`src/rtl/serial_id_responder.sv`:
```
module serial_id_responder #(
  parameter logic [7:0] OP_JEDEC    = 8'h9F,
  parameter logic [7:0] OP_MFRDEV   = 8'h90,
  parameter logic [7:0] MFR_ID      = 8'hC2,
  parameter logic [7:0] MEM_TYPE    = 8'h24,
  parameter logic [7:0] DENSITY     = 8'h15,
  parameter logic [7:0] DEV_ID      = 8'h14,
  parameter int         PAD_BYTES   = 2,
  parameter int         SYNC_STAGES = 2
) (
  input  logic clk,
  input  logic rst_n,
  input  logic cs_n,
  input  logic sclk,
  input  logic si,
  input  logic busy,
  output logic so_d,
  output logic so_en
);

  localparam int AW = $clog2(PAD_BYTES + 1);

  typedef enum logic [2:0] {S_CMD, S_ARG, S_JID, S_MD, S_IGN} state_t;

  logic [SYNC_STAGES-1:0] sck_sr, cs_sr, si_sr;
  logic                   sck_prev;
  logic [6:0]             sh;
  logic [2:0]             bitcnt;
  logic [AW-1:0]          argcnt;
  logic [1:0]             idx;
  logic                   sel;
  state_t                 st;
  logic [7:0]             cur_byte;

  wire sck     = sck_sr[SYNC_STAGES-1];
  wire cs      = cs_sr[SYNC_STAGES-1];
  wire si_s    = si_sr[SYNC_STAGES-1];
  wire rise    = sck & ~sck_prev & ~cs;
  wire fall    = ~sck & sck_prev & ~cs;
  wire [7:0] byte_in = {sh, si_s};
  wire byte_done = rise && (bitcnt == 3'd7);

  always_comb begin
    case (st)
      S_JID:   cur_byte = (idx == 2'd0) ? MFR_ID : (idx == 2'd1) ? MEM_TYPE : DENSITY;
      S_MD:    cur_byte = sel ? DEV_ID : MFR_ID;
      default: cur_byte = 8'h00;
    endcase
  end

  always_ff @(posedge clk or negedge rst_n) begin
    if (!rst_n) begin
      sck_sr   <= '0;
      cs_sr    <= '1;
      si_sr    <= '0;
      sck_prev <= 1'b0;
      sh       <= '0;
      bitcnt   <= '0;
      argcnt   <= '0;
      idx      <= '0;
      sel      <= 1'b0;
      st       <= S_CMD;
      so_d     <= 1'b0;
      so_en    <= 1'b0;
    end else begin
      sck_sr   <= {sck_sr[SYNC_STAGES-2:0], sclk};
      cs_sr    <= {cs_sr[SYNC_STAGES-2:0], cs_n};
      si_sr    <= {si_sr[SYNC_STAGES-2:0], si};
      sck_prev <= sck;
      if (cs) begin
        st     <= S_CMD;
        bitcnt <= '0;
        argcnt <= '0;
        idx    <= '0;
        sel    <= 1'b0;
        so_d   <= 1'b0;
        so_en  <= 1'b0;
      end else begin
        if (rise) begin
          sh     <= byte_in[6:0];
          bitcnt <= bitcnt + 3'd1;
        end
        if (byte_done) begin
          case (st)
            S_CMD: begin
              if (byte_in == OP_JEDEC && !busy) st <= S_JID;
              else if (byte_in == OP_MFRDEV)    st <= S_ARG;
              else                              st <= S_IGN;
            end
            S_ARG: begin
              if (argcnt == AW'(PAD_BYTES)) begin
                sel <= byte_in[0];
                st  <= S_MD;
              end else begin
                argcnt <= argcnt + AW'(1);
              end
            end
            S_JID:   idx <= (idx == 2'd2) ? 2'd0 : idx + 2'd1;
            S_MD:    sel <= ~sel;
            default: ;
          endcase
        end
        if (fall && (st == S_JID || st == S_MD)) begin
          so_d  <= cur_byte[~bitcnt];
          so_en <= 1'b1;
        end
      end
    end
  end

  a_r1_quiet_deselected: assert property (@(posedge clk) disable iff (!rst_n)
    cs |=> !so_en);

  a_r9_quiet_outside_data: assert property (@(posedge clk) disable iff (!rst_n)
    (st == S_CMD || st == S_ARG || st == S_IGN) |-> !so_en);

  a_r7_busy_blocks_jedec: assert property (@(posedge clk) disable iff (!rst_n)
    (byte_done && !cs && st == S_CMD && busy) |=> st != S_JID);

  a_r3_idx_in_range: assert property (@(posedge clk) disable iff (!rst_n)
    idx != 2'd3);

  a_r2_drive_on_fall: assert property (@(posedge clk) disable iff (!rst_n)
    $rose(so_en) |-> $past(fall));

endmodule

```
`config.mk`:
```
export PLATFORM = sky130hd
export DESIGN_NAME = serial_id_responder
export DESIGN_NICKNAME = d
export VERILOG_FILES = /design/src/rtl/serial_id_responder.sv
export SDC_FILE = /design/constraint.sdc
export NUM_CORES = 1
export LEC_CHECK = 0
export CORE_MARGIN = 10
export CORE_UTILIZATION = 57
export DETAILED_ROUTE_END_ITERATION = 8
export GPL_TIMING_DRIVEN = 0
export MAX_ROUTING_LAYER = met4
export PLACE_DENSITY_LB_ADDON = 0.08
export SYNTH_ARGS = -nofsm -noshare
export SYNTH_HDL_FRONTEND = slang
export SYNTH_SLANG_ARGS = --single-unit
```
`constraint.sdc`:
```
create_clock -name clk -period 1.9 [get_ports clk]
set_input_delay 0.38 -clock clk [delete_from_list [all_inputs] [get_ports clk]]
set_output_delay 0.38 -clock clk [all_outputs]
set_load 0.005 [all_outputs]
```
==> results.py <==
metrics = {
    "status": {
        "status": "complete, no violations",
    },
    "timing": {
        "slew_headroom_pct": 22.49,
        "timing.final.crit_share_pct": 86.38,
        "drv_slew": 0,
        "min_period_ns": 1.641,
        "whs_ns": 0.3692,
        "tns_ns": 0,
        "fmax_mhz": 609.3,
        "tightest_slew_ns": 1.159,
        "fin_skew_ns": 0.008168,
        "hold_viol": 0,
        "finalSetupViolations": 0,
        "grt_setup_unrepaired": "no",
    },
    "setup_path": {
        "endpoint": "argcnt[1]",
        "rr_endpoint": "argcnt[1]",
        "crit_start": "bitcnt[0]",
        "cp_common_cell": "ha_1",
        "crit_cells": 6,
        "slowest_stage": "dfrtp_1",
        "rrSetupSlack_ns": 0.26,
        "r2r-start": "bitcnt[0]",
        "end_kind": "flip-flop",
        "start_kind": "flip-flop",
        "path_class": "reg -> reg",
        "cpPeakStageDelay_ns": 0.47,
        "reg2regPathDepth": 6,
        "crit_chain": "ha_1 > ha_1 > nand4bb_4 > nor3_2 > mux2i_1 > nor2_1",
        "cp_top_family": "flip-flops",
        "worstPathRequired_ns": 2.12,
        "path_buf_inv": 0,
        "crit_arrival_ns": 1.86,
        "worstPathMaxFanout": 6,
    },
    "synthesis": {
        "synthesis.area_mm2": 0.001274,
        "yosys-top-cells-area": "dfrtp_1 (49%), mux2_2 (5.3%), mux2i_1 (4.7%), dfstp_2 (4.1%), nor2_1 (3.2%)",
        "async_flop_share_pct": 100.0,
        "yosysTopAreaCell": "dfrtp_1",
        "synth_top_area_share_pct": 49.12,
        "syn_avg_cell_area_um2": 12.13,
        "ys_top_cells_by_count": "dfrtp_1 (25), nor2_1 (11), mux2_2 (6), mux2i_1 (6), inv_1 (5)",
        "yosys_warnings": 0,
        "yosys_most_used_dff": "dfrtp_1",
        "postSynthCellCount": 105,
        "synth_fp_nets": 114,
        "ys_types": 41,
        "synth_edf_count": 0,
        "yosysMostFrequentCell": "dfrtp_1",
        "yosysSeqAreaShare_pct": 53.24,
        "ys_seq_elements": 27,
    },
    "place": {
        "io_buffer_count": 7,
        "dpl.hpwl_um": 1453,
        "routabilityCongestion": 0.7102,
        "place_inst": 140,
    },
    "cts": {
        "cts_tree": "done",
        "cts_setup_buffers": 0,
        "cts_max_path_buffers": 2,
        "hold_buffers": 0,
        "post_cts_resize_count": 0,
        "cts_root_buf": "clkbuf_4",
        "clock-sinks": 27,
        "numCtsBuffers": 3,
        "cts.htree.levels": 1,
        "clkTransAtPathRegs_ns": 0.15,
        "clk_latency_ns": 0.33,
    },
    "cells_and_area": {
        "fill_cells": 173,
        "syn2layout_area_growth_pct": 10.61,
        "fin_cells": 144,
        "drive_above_1_share_pct": 19.83,
        "antenna_cells": 0,
        "post-route-util_pct": 64.94,
        "nets": 126,
    },
    "die": {
        "row_count": 17,
        "core_area_mm2": 0.002170,
        "ioPinCount": 8,
        "dieArea_mm2": 0.004525,
        "start_util_pct": 58.71,
        "chipWidth_um": 67.27,
        "chipHeight_um": 67.27,
    },
    "power_and_ir_drop": {
        "power_mw": 1.061,
        "leakagePower_nw": 0.6135,
        "ir_drop_v": 0.0005984,
        "power.density_mw_per_mm2": 752.9,
    },
    "drt": {
        "viasPerCell": 5.500,
        "wirelength_um": 1975,
        "dr.pass1.iters": 3,
        "avgRoutedWirePerCell_um": 13.72,
        "antenna_left": 0,
        "route.detailed.drc": 0,
        "drt-initial-drc-count": 33,
        "dr_total_vias": 792,
    },
    "global_routing": {
        "grt_max_degree": 28,
        "gr-usage-met1_pct": 13.35,
        "grtUsageMet3_pct": 2.645,
        "use_met2_pct": 15.88,
        "top_usage_layer": "met2",
        "overflow": 0,
        "grt_use_total_pct": 10.74,
        "grt_pass1_vias": 799,
        "antenna_found_initial": 0,
        "grt_pass1_wl_um": 3650,
    },
    "hold_path": {
        "hold_class": "reg -> reg",
        "hold_depth": 0,
    },
    "job": {
        "cap_violations": 0,
    },
}
## routing by layer
layer	wire [µm]	vias up
li1	-	396
met3	56	5
met2	920	8
met4	37	0
met1	961	383
met5	0	-
## per-stage QoR
stage          instance area (µm²)  setup slack (ns)
2_1_floorplan                 1274            0.4186
3_3_place_gp                  1379           0.09288
3_5_place_dp                  1379           0.08433
4_1_cts                       1409            0.2307
5_1_grt                       1409           0.08309
6_report                      1409            0.2587
## worst min-delay path by stage
| stage | from | to | slack, ns |
|---|---|---|---|
| finish | cs_sr[0] | cs_sr[1] | 0.37 |
| global route | cs_sr[0] | cs_sr[1] | 0.38 |
| CTS | cs_sr[0] | cs_sr[1] | 0.37 |
| detailed placement | si_sr[0] | si_sr[1] | 0.34 |
| global placement | sck_sr[0] | sck_sr[1] | 0.34 |
| floorplan | rst_n | argcnt[0] | 0.08 |
## report_power, final
part           total [mW]  internal [mW]  leakage, nW  switching, mW
Clock               0.250         0.0805       0.0139          0.169
Combinational       0.111         0.0723        0.253         0.0390
Sequential          0.700          0.646        0.347         0.0533
## final cells by class
type,instances,area [µm²],area share (%)
inverters,5,18.77,1.332
repair buffers,7,70.07,4.973
clock buffers,3,22.52,1.599
flip-flops and latches,27,678.2,48.14
clock inverters,1,7.507,0.5329
plain buffers,3,21.27,1.510
well taps,28,35.03,2.487
multi-input cells,70,555.5,39.43
## flip-flops by register name, summed over array words and instances, names as in the netlist
register	count
argcnt	2
bitcnt	3
cs_sr	2
idx	2
sck_prev	1
sck_sr	2
sel	1
sh	7
si_sr	2
so_d	1
so_en	1
st	3
## cells in the final DEF, fill, tap and decap left out, types with 2 or more instances in the layout
| master | n |
|---|---|
| o22ai_1 | 2 |
| and4bb_2 | 3 |
| inv_1 | 5 |
| dfrtp_1 | 25 |
| clkdlybuf4s50_1 | 7 |
| nor2_1 | 11 |
| nand2_1 | 4 |
| dfstp_2 | 2 |
| mux2i_1 | 6 |
| o21ai_0 | 2 |
| nand2b_1 | 3 |
| nor2b_1 | 3 |
| clkbuf_4 | 3 |
| buf_2 | 2 |
| ha_1 | 3 |
| nor3b_1 | 2 |
| mux2_2 | 6 |
## cells by family after synthesis
| kind of cell | synth area share (%) |
|---|---|
| AOI/OAI and AO/OA | 9.726 |
| xor gates and xnor gates | 1.375 |
| adders and majority gates | 2.947 |
| buffers and inverters | 3.144 |
| DFF | 53.24 |
| muxes | 10.90 |
| and+or+nand+nor | 18.67 |
Power figures use the tool's default switching activity.
